## src/rtl/awg_pkg.sv

```systemverilog
`timescale 1ns/1ps
package awg_pkg;

  typedef struct packed {
    logic start;   // open a window now
    logic defer;   // park the request behind a pending interrupt
    logic viol;    // security violation this cycle
  } awg_decision_t;

  // Untrusted count above the cap is a violation; trusted code is exempt.
  function automatic logic exceeds_cap(input logic [31:0] y,
                                       input logic [31:0] cap,
                                       input logic        priv);
    return !priv && (y > cap);
  endfunction

  // One step of a window counter that saturates at zero.
  function automatic logic [31:0] tick_down(input logic [31:0] c);
    return (c == 32'd0) ? 32'd0 : c - 32'd1;
  endfunction

endpackage

```

## src/rtl/awg_cap_reg.sv

```systemverilog
`timescale 1ns/1ps
module awg_cap_reg #(
  parameter int CNT_W   = 8,
  parameter int CAP_RST = 16
) (
  input  logic             clk,
  input  logic             rst_n,
  input  logic             we,
  input  logic [CNT_W-1:0] wdata,
  input  logic             trusted,
  output logic [CNT_W-1:0] cap
);
  logic wr_ok;
  assign wr_ok = we && trusted;

  always_ff @(posedge clk) begin
    if (!rst_n)     cap <= CNT_W'(CAP_RST);
    else if (wr_ok) cap <= wdata;
  end

  // untrusted code cannot move the cap
  a_r2_cap_locked: assert property (@(posedge clk) disable iff (!rst_n)
    (we && !trusted) |=> $stable(cap));
endmodule

```

## src/rtl/awg_policy.sv

```systemverilog
`timescale 1ns/1ps
module awg_policy
  import awg_pkg::*;
#(
  parameter int CNT_W = 8,
  parameter int IRQ_W = 4
) (
  input  logic             tdis_req,
  input  logic [CNT_W-1:0] tdis_cycles,
  input  logic             gdis_req,
  input  logic             trusted,
  input  logic [IRQ_W-1:0] irq_pend,
  input  logic [CNT_W-1:0] cap,
  input  logic             busy,
  input  logic             held,
  output awg_decision_t    dec
);
  logic slot_free, real_req, plain_bad, long_bad, any_pend;

  assign slot_free = !busy && !held;                      // nesting filter
  assign real_req  = tdis_req && slot_free && (tdis_cycles != '0);
  assign plain_bad = gdis_req && !trusted;
  assign long_bad  = real_req &&
                     exceeds_cap(32'(tdis_cycles), 32'(cap), trusted);
  assign any_pend  = |irq_pend;

  always_comb begin
    dec.viol  = plain_bad || long_bad;
    dec.start = real_req && !dec.viol && !any_pend;
    dec.defer = real_req && !dec.viol &&  any_pend;
  end
endmodule

```

## src/rtl/awg_window.sv

```systemverilog
`timescale 1ns/1ps
module awg_window
  import awg_pkg::*;
#(
  parameter int CNT_W = 8
) (
  input  logic             clk,
  input  logic             rst_n,
  input  awg_decision_t    dec,
  input  logic [CNT_W-1:0] y,
  input  logic             pend_any,
  output logic             busy,
  output logic             held
);
  logic [CNT_W-1:0] cnt_q, held_y_q;
  logic             held_q, replay_go;

  assign replay_go = held_q && !pend_any && (cnt_q == '0);
  assign busy      = (cnt_q != '0);
  assign held      = held_q;

  always_ff @(posedge clk) begin
    if (!rst_n) begin
      cnt_q    <= '0;
      held_q   <= 1'b0;
      held_y_q <= '0;
    end else if (dec.viol) begin          // panic wipes everything
      cnt_q  <= '0;
      held_q <= 1'b0;
    end else begin
      if (dec.start)      cnt_q <= y;
      else if (replay_go) cnt_q <= held_y_q;
      else                cnt_q <= CNT_W'(tick_down(32'(cnt_q)));
      if (dec.defer) begin
        held_q   <= 1'b1;
        held_y_q <= y;
      end else if (replay_go) begin
        held_q <= 1'b0;
      end
    end
  end

  // a running window loses exactly one per cycle
  a_r1_countdown: assert property (@(posedge clk) disable iff (!rst_n)
    (cnt_q != '0 && !dec.viol) |=> (cnt_q == $past(cnt_q) - 1'b1));

  // a parked count is never overwritten
  a_r4_held_frozen: assert property (@(posedge clk) disable iff (!rst_n)
    (held_q && !dec.viol) |=> $stable(held_y_q));

  // the parked window opens with its stored count
  a_r5_replay_start: assert property (@(posedge clk) disable iff (!rst_n)
    (replay_go && !dec.viol) |=> (cnt_q == $past(held_y_q) && !held_q));
endmodule

```

## src/rtl/atomic_window_guard.sv

```systemverilog
`timescale 1ns/1ps
module atomic_window_guard
  import awg_pkg::*;
#(
  parameter int CNT_W   = 8,
  parameter int IRQ_W   = 4,
  parameter int CAP_RST = 16
) (
  input  logic             clk,
  input  logic             rst_n,
  input  logic             tdis_req,
  input  logic [CNT_W-1:0] tdis_cycles,
  input  logic             gdis_req,
  input  logic             trusted,
  input  logic [IRQ_W-1:0] irq_pend,
  input  logic             cap_we,
  input  logic [CNT_W-1:0] cap_wdata,
  output logic             irq_en,
  output logic             panic,
  output logic             replay
);
  logic [CNT_W-1:0] cap;
  logic             busy, held, pend_any;
  awg_decision_t    dec;

  assign pend_any = |irq_pend;

  awg_cap_reg #(.CNT_W(CNT_W), .CAP_RST(CAP_RST)) u_cap (
    .clk(clk), .rst_n(rst_n), .we(cap_we), .wdata(cap_wdata),
    .trusted(trusted), .cap(cap));

  awg_policy #(.CNT_W(CNT_W), .IRQ_W(IRQ_W)) u_pol (
    .tdis_req(tdis_req), .tdis_cycles(tdis_cycles), .gdis_req(gdis_req),
    .trusted(trusted), .irq_pend(irq_pend), .cap(cap), .busy(busy),
    .held(held), .dec(dec));

  awg_window #(.CNT_W(CNT_W)) u_win (
    .clk(clk), .rst_n(rst_n), .dec(dec), .y(tdis_cycles),
    .pend_any(pend_any), .busy(busy), .held(held));

  always_ff @(posedge clk) begin
    if (!rst_n) panic <= 1'b0;
    else        panic <= dec.viol;
  end

  assign irq_en = !busy;
  assign replay = held;

  // an untrusted plain disable always panics
  a_r3_plain_panics: assert property (@(posedge clk) disable iff (!rst_n)
    (gdis_req && !trusted) |=> panic);

  // panic leaves interrupts open and nothing parked
  a_r9_panic_clears: assert property (@(posedge clk) disable iff (!rst_n)
    panic |-> (irq_en && !replay));

  // trusted requests never panic on length
  a_r7_trusted_exempt: assert property (@(posedge clk) disable iff (!rst_n)
    (trusted && !gdis_req) |=> !panic);
endmodule

```

## config.mk

```make
export PLATFORM = sky130hd
export DESIGN_NAME = atomic_window_guard
export DESIGN_NICKNAME = d
export VERILOG_FILES = /design/src/rtl/awg_pkg.sv /design/src/rtl/awg_cap_reg.sv /design/src/rtl/awg_policy.sv /design/src/rtl/awg_window.sv /design/src/rtl/atomic_window_guard.sv
export SDC_FILE = /design/constraint.sdc
export NUM_CORES = 1
export LEC_CHECK = 0
export ABC_CLOCK_PERIOD_IN_PS = 2900
export BUFFER_PORTS_ARGS = -buffer_cell sky130_fd_sc_hd__buf_4
export CORE_UTILIZATION = 54
export DETAILED_ROUTE_END_ITERATION = 10
export PLACE_DENSITY = 0.86
export SLEW_MARGIN = 20
export SYNTH_ARGS = -nofsm -noshare
export SYNTH_HDL_FRONTEND = slang
export SYNTH_HIERARCHICAL = 1
export SYNTH_SLANG_ARGS = --single-unit
```

## constraint.sdc

```tcl
create_clock -name clk -period 2.9 [get_ports clk]
set_input_delay 0.145 -clock clk [delete_from_list [all_inputs] [get_ports clk]]
set_output_delay 0.145 -clock clk [all_outputs]
set_load 0.005 [all_outputs]
```

; ---- Yosys cells after proc, flatten, opt, wreduce, memory -nomap -nowiden
; Cells that the tools add are included.
[classes]
bitwise = 2
addsub = 1
muxes = 5
n_reduce_logical = 25
order_cmp = 1
[op_table]
columns = op, count
row1 = two-way mux 8 bit, 3
row2 = nonzero test 8 bit, 2
row3 = logical AND 1 bit, 12
row4 = > comparator 8 bit, 1
row5 = logical NOT 8 bit, 1
row6 = "subtractor 8 x 1 -> 8 bit, second input constant", 1
row7 = logical NOT 1 bit, 5
row8 = OR reduction 4 bit, 1
row9 = two-way mux 1 bit, 2
row10 = inverter 1 bit, 2
row11 = AND reduction 2 bit, 1
row12 = nonzero test 2 bit, 1
row13 = OR reduction 2 bit, 1
row14 = logical OR 1 bit, 1
[word_totals]
out_inout_bits = 3
reg_bits = 26
word_cells = 39

; ---- Logic depth before layout (Yosys ltp)
[depth]
word_depth = 11
depth_mapped = 12
ltp_nobuf = 12

; ---- By module
; The synthesis kept the hierarchy.
[modules_own_cells]
columns = module, instances, cells_each, area_each_um2
row1 = awg_window, 1, 91, 847.1
row2 = awg_cap_reg, 1, 37, 356.6
row3 = awg_policy, 1, 41, 275.3
row4 = atomic_window_guard, 1, 4, 37.5

; ---- Worst setup path after synthesis
; OpenSTA, ideal clock, no wires.
[synth_timing]
path_kind = register to register
start = reg u_win.cnt_q[0]
end = reg u_win.held_y_q[0]
period_less_slack_ps = 2361
t_arrival_ps = 2245
setup_time_ps = 116
stages_incl_launch_ff = 13
path_buffers = 0
setup_slack_ps = 539
cell_sequence = dfxtp_1 -> inv_1 -> ha_1 -> nor3b_1 -> nand2_1 -> nor2_1 -> nand3_1 -> a21oi_1 -> and3_2 -> inv_1 -> nor2_2 -> mux2i_1 -> nor2b_1
[synth_rtl]
columns = element, line
row1 = start: declaration, awg_window.sv:15  ; logic [CNT_W-1:0] cnt_q, held_y_q;
row2 = start signal: assignment, awg_window.sv:31  ; if (dec.start) cnt_q <= y;
row3 = start signal: assignment, awg_window.sv:32  ; else if (replay_go) cnt_q <= held_y_q;
row4 = start signal: assignment, awg_window.sv:33  ; else cnt_q <= CNT_W'(tick_down(32'(cnt_q)));
row5 = end signal: assignment, awg_window.sv:36  ; held_y_q <= y;
row6 = end: declaration, awg_window.sv:15

==> metrics.cfg <==
[logic_synthesis]
ys_warn_count = 6
synth-seq-cells = 26
synth_edf_count = 0
synthFlopType = dfxtp_1
netlist_area_um2 = 1520
seq_area_frac_synth_pct = 34.3
synth_top_cells_by_area = dfxtp_1, ha_1, mux2i_1
syn_nets = 209
yosys.area.top_type = dfxtp_1
async_reset_ff_share_pct = 0
ys_types = 45
synthCells = 173
syn_area_per_cell_um2 = 8.77
synth_top_area_share_pct = 34.3

[detailed_routing]
detail_route.wl_per_cell_um = 14.0
ant_nets = 0
wl_um = 3200
drc = 0
dr.pass1.iters = 4
viasPerCell = 5.81
vias = 1331
drt-initial-drc-count = 29

[clocking]
holdBufCountCts = 0
clk_latency_ns = 0.32
clk_path_buf_depth = 2
htreeDepth = 1
clkTransAtPathRegs_ns = 0.13
post_cts_buffers = 0
cts.sinks = 26
post_cts_resize_count = 0
numCtsBuffers = 3
cts_root_buf = clkbuf_4
cts_tree = yes

[setup_path]
crit_path_start_kind = register
rr_startpoint = u_win/cnt_q[0]
path_class = register to register
cpMostUsedCell = inv_1
critPathMaxFanout = 8
cp-end-kind = register
r2r-end = u_win/held_y_q[3]
critPathCapture = u_win/held_y_q[3]
critical_path.startpoint = u_win/cnt_q[0]
r2r_slack_ns = 0.23
critPathMaxStageDelay_ns = 0.44
worstPathRequired_ns = 3.13
r2r_cells = 12
critPathArrivalTime_ns = 2.90
path_cells = inv_1 -> ha_1 -> nor3b_1 -> nand2_1 -> nor2_1 -> nand3_1 -> a21oi_1 -> and3_2 -> inv_1 -> nor2_4 -> mux2i_1 -> nor2b_1
slowest_stage = nor3b_1

[global_routing]
grt_usage_pct = 23.7
grt_max_degree = 26
grt_pass1_wl_um = 5060
grt_pass1_vias = 1221
gr-total-overflow = 0
antenna_found_initial = 0

[power_and_ir_drop]
ir_drop_mv = 0.529
power_density_nw_per_um2 = 699
p_leak_nw = 0.725

[timing]
setup_tns_ns = 0
tightest_slew_ns = 0.487
maxSlewViolCount = 0
final.min_clock_period_ns = 2.67
hold_ws_ns = 0.0560
hold_viol_final = 0
setup_viol = 0
rsz0062_at_grt = false
relSlewSlack_pct = 67.5
fmax_ghz = 0.375
fin_worst_skew_ns = 0.00193
finalCritPeriodShare_pct = 92.0

[finish]
final_util_pct = 68.7
fin_cells = 229
fillers = 198
area_growth_pct = 16.3
drive_gt1_share_pct = 25.1
fin_area_um2 = 1760
fin_nets = 236
diodes = 0

[outcome]
status = complete, no violations

[worst_hold_path]
worstHoldStart = cap_wdata[0]
holdCritPathClass = primary input to register

[place]
portBuffers = 28
placed_cells = 225
dpl_cell_area_um2 = 1720
hpwl_um = 2490
place.gp.congestion = 0.865

[floorplan]
initial_core_util_pct = 59.1
fp-row-count = 18
die_area_um2 = 3020
dieWidth_um = 55.0
core-area_um2 = 2570
pin_count = 29
die_h_um = 55.0

[run]
maxCapViolations = 0

[Yosys cell counts (3+ instances only)]
cell	number
a21oi_1	9
nand3_1	4
nor2b_1	9
mux2i_1	8
a221oi_1	5
inv_1	17
ha_1	10
nand2_1	13
nand4_1	7
nor2_1	10
dfxtp_1	26
nor4_1	3
o21ai_2	8
nor3_1	7
[state kept, by name (all words and copies together) (netlist names)]
signal	count
panic	1
u_cap/cap	8
u_win/cnt_q	8
u_win/held	1
u_win/held_y_q	8
[power breakdown]
part | switching [mW] | internal [mW] | total, mW
Clock | 0.106 | 0.0769 | 0.183
Sequential | 0.0596 | 0.419 | 0.478
Combinational | 0.291 | 0.281 | 0.571
[worst min-delay path by stage]
| stage | slack, ns | end | cells after the start |
|---|---|---|---|
| 2_1_floorplan | 0.27 | panic | 1 |
| 3_3_place_gp | 0.39 | u_cap/cap[3] | 3 |
| 3_5_place_dp | 0.40 | u_cap/cap[7] | 3 |
| 4_1_cts | 0.05 | u_cap/cap[3] | 3 |
| 5_1_grt | 0.06 | u_cap/cap[5] | 3 |
| 6_report | 0.06 | u_cap/cap[0] | 3 |
[area by class of cell]
type,count,area [um^2],area share [%]
multi-input cells,123,887,50.3
flip-flops and latches,26,520,29.5
repair buffers,29,218,12.3
inverters,17,63.8,3.62
well taps,30,37.5,2.13
clock buffers,4,36.3,2.06
[per-layer routing]
| layer | part of all wire, % | track usage (%) |
|---|---|---|
| met5 | 0 | 0 |
| met4 | 2.0 | 11.7 |
| met2 | 53 | 42.8 |
| met1 | 40 | 26.5 |
| met3 | 4.0 | 4.10 |
[cell families (layout without fill, tap and decap cells)]
| family | after synthesis | in the layout | synth area share [%] |
|---|---|---|---|
| AOI/OAI and AO/OA | 35 | 35 | 17.6 |
| xor gates and xnor gates | 2 | 2 | 1.16 |
| adders and majority gates | 10 | 10 | 8.25 |
| buffers and inverters | 24 | 50 | 7.51 |
| DFF | 26 | 26 | 34.3 |
| muxes | 8 | 8 | 5.28 |
| and+or+nand+nor | 68 | 68 | 25.9 |
[per-stage QoR]
step / total power, mW / worst slack [ns]
floorplan: 0.866 / 0.539
global placement: 1.02 / 0.468
detailed placement: 1.04 / 0.264
CTS: 1.23 / 0.202
global route: 1.31 / 0.0550
finish: 1.23 / 0.231
[worst max-delay path: cells and delay by family, from the launching register on]
family                     cells  cell delay [ns]
AOI/OAI and AO/OA              1             0.19
DFF                            1             0.36
muxes                          1             0.27
adders and majority gates      1             0.20
buffers and inverters          2             0.18
and+or+nand+nor                7             1.37
[cell usage in the layout, fill, tap and decap left out, drive strengths merged, types with 2 or more instances in the layout]
master and instances:
nor4 4, a221oi 5, clkbuf 4, xor2 2, mux2i 8, a311oi 2
or4 3, nor3b 2, nand2 14, dfxtp 26, a21oi 9, ha 10
nor2 11, o21ai 10, and3 2, buf 29, and2 2, nand4 7
nor2b 9, nor3 7, nand3 4, inv 17
Note: power is estimated with default switching activity, not from simulation.
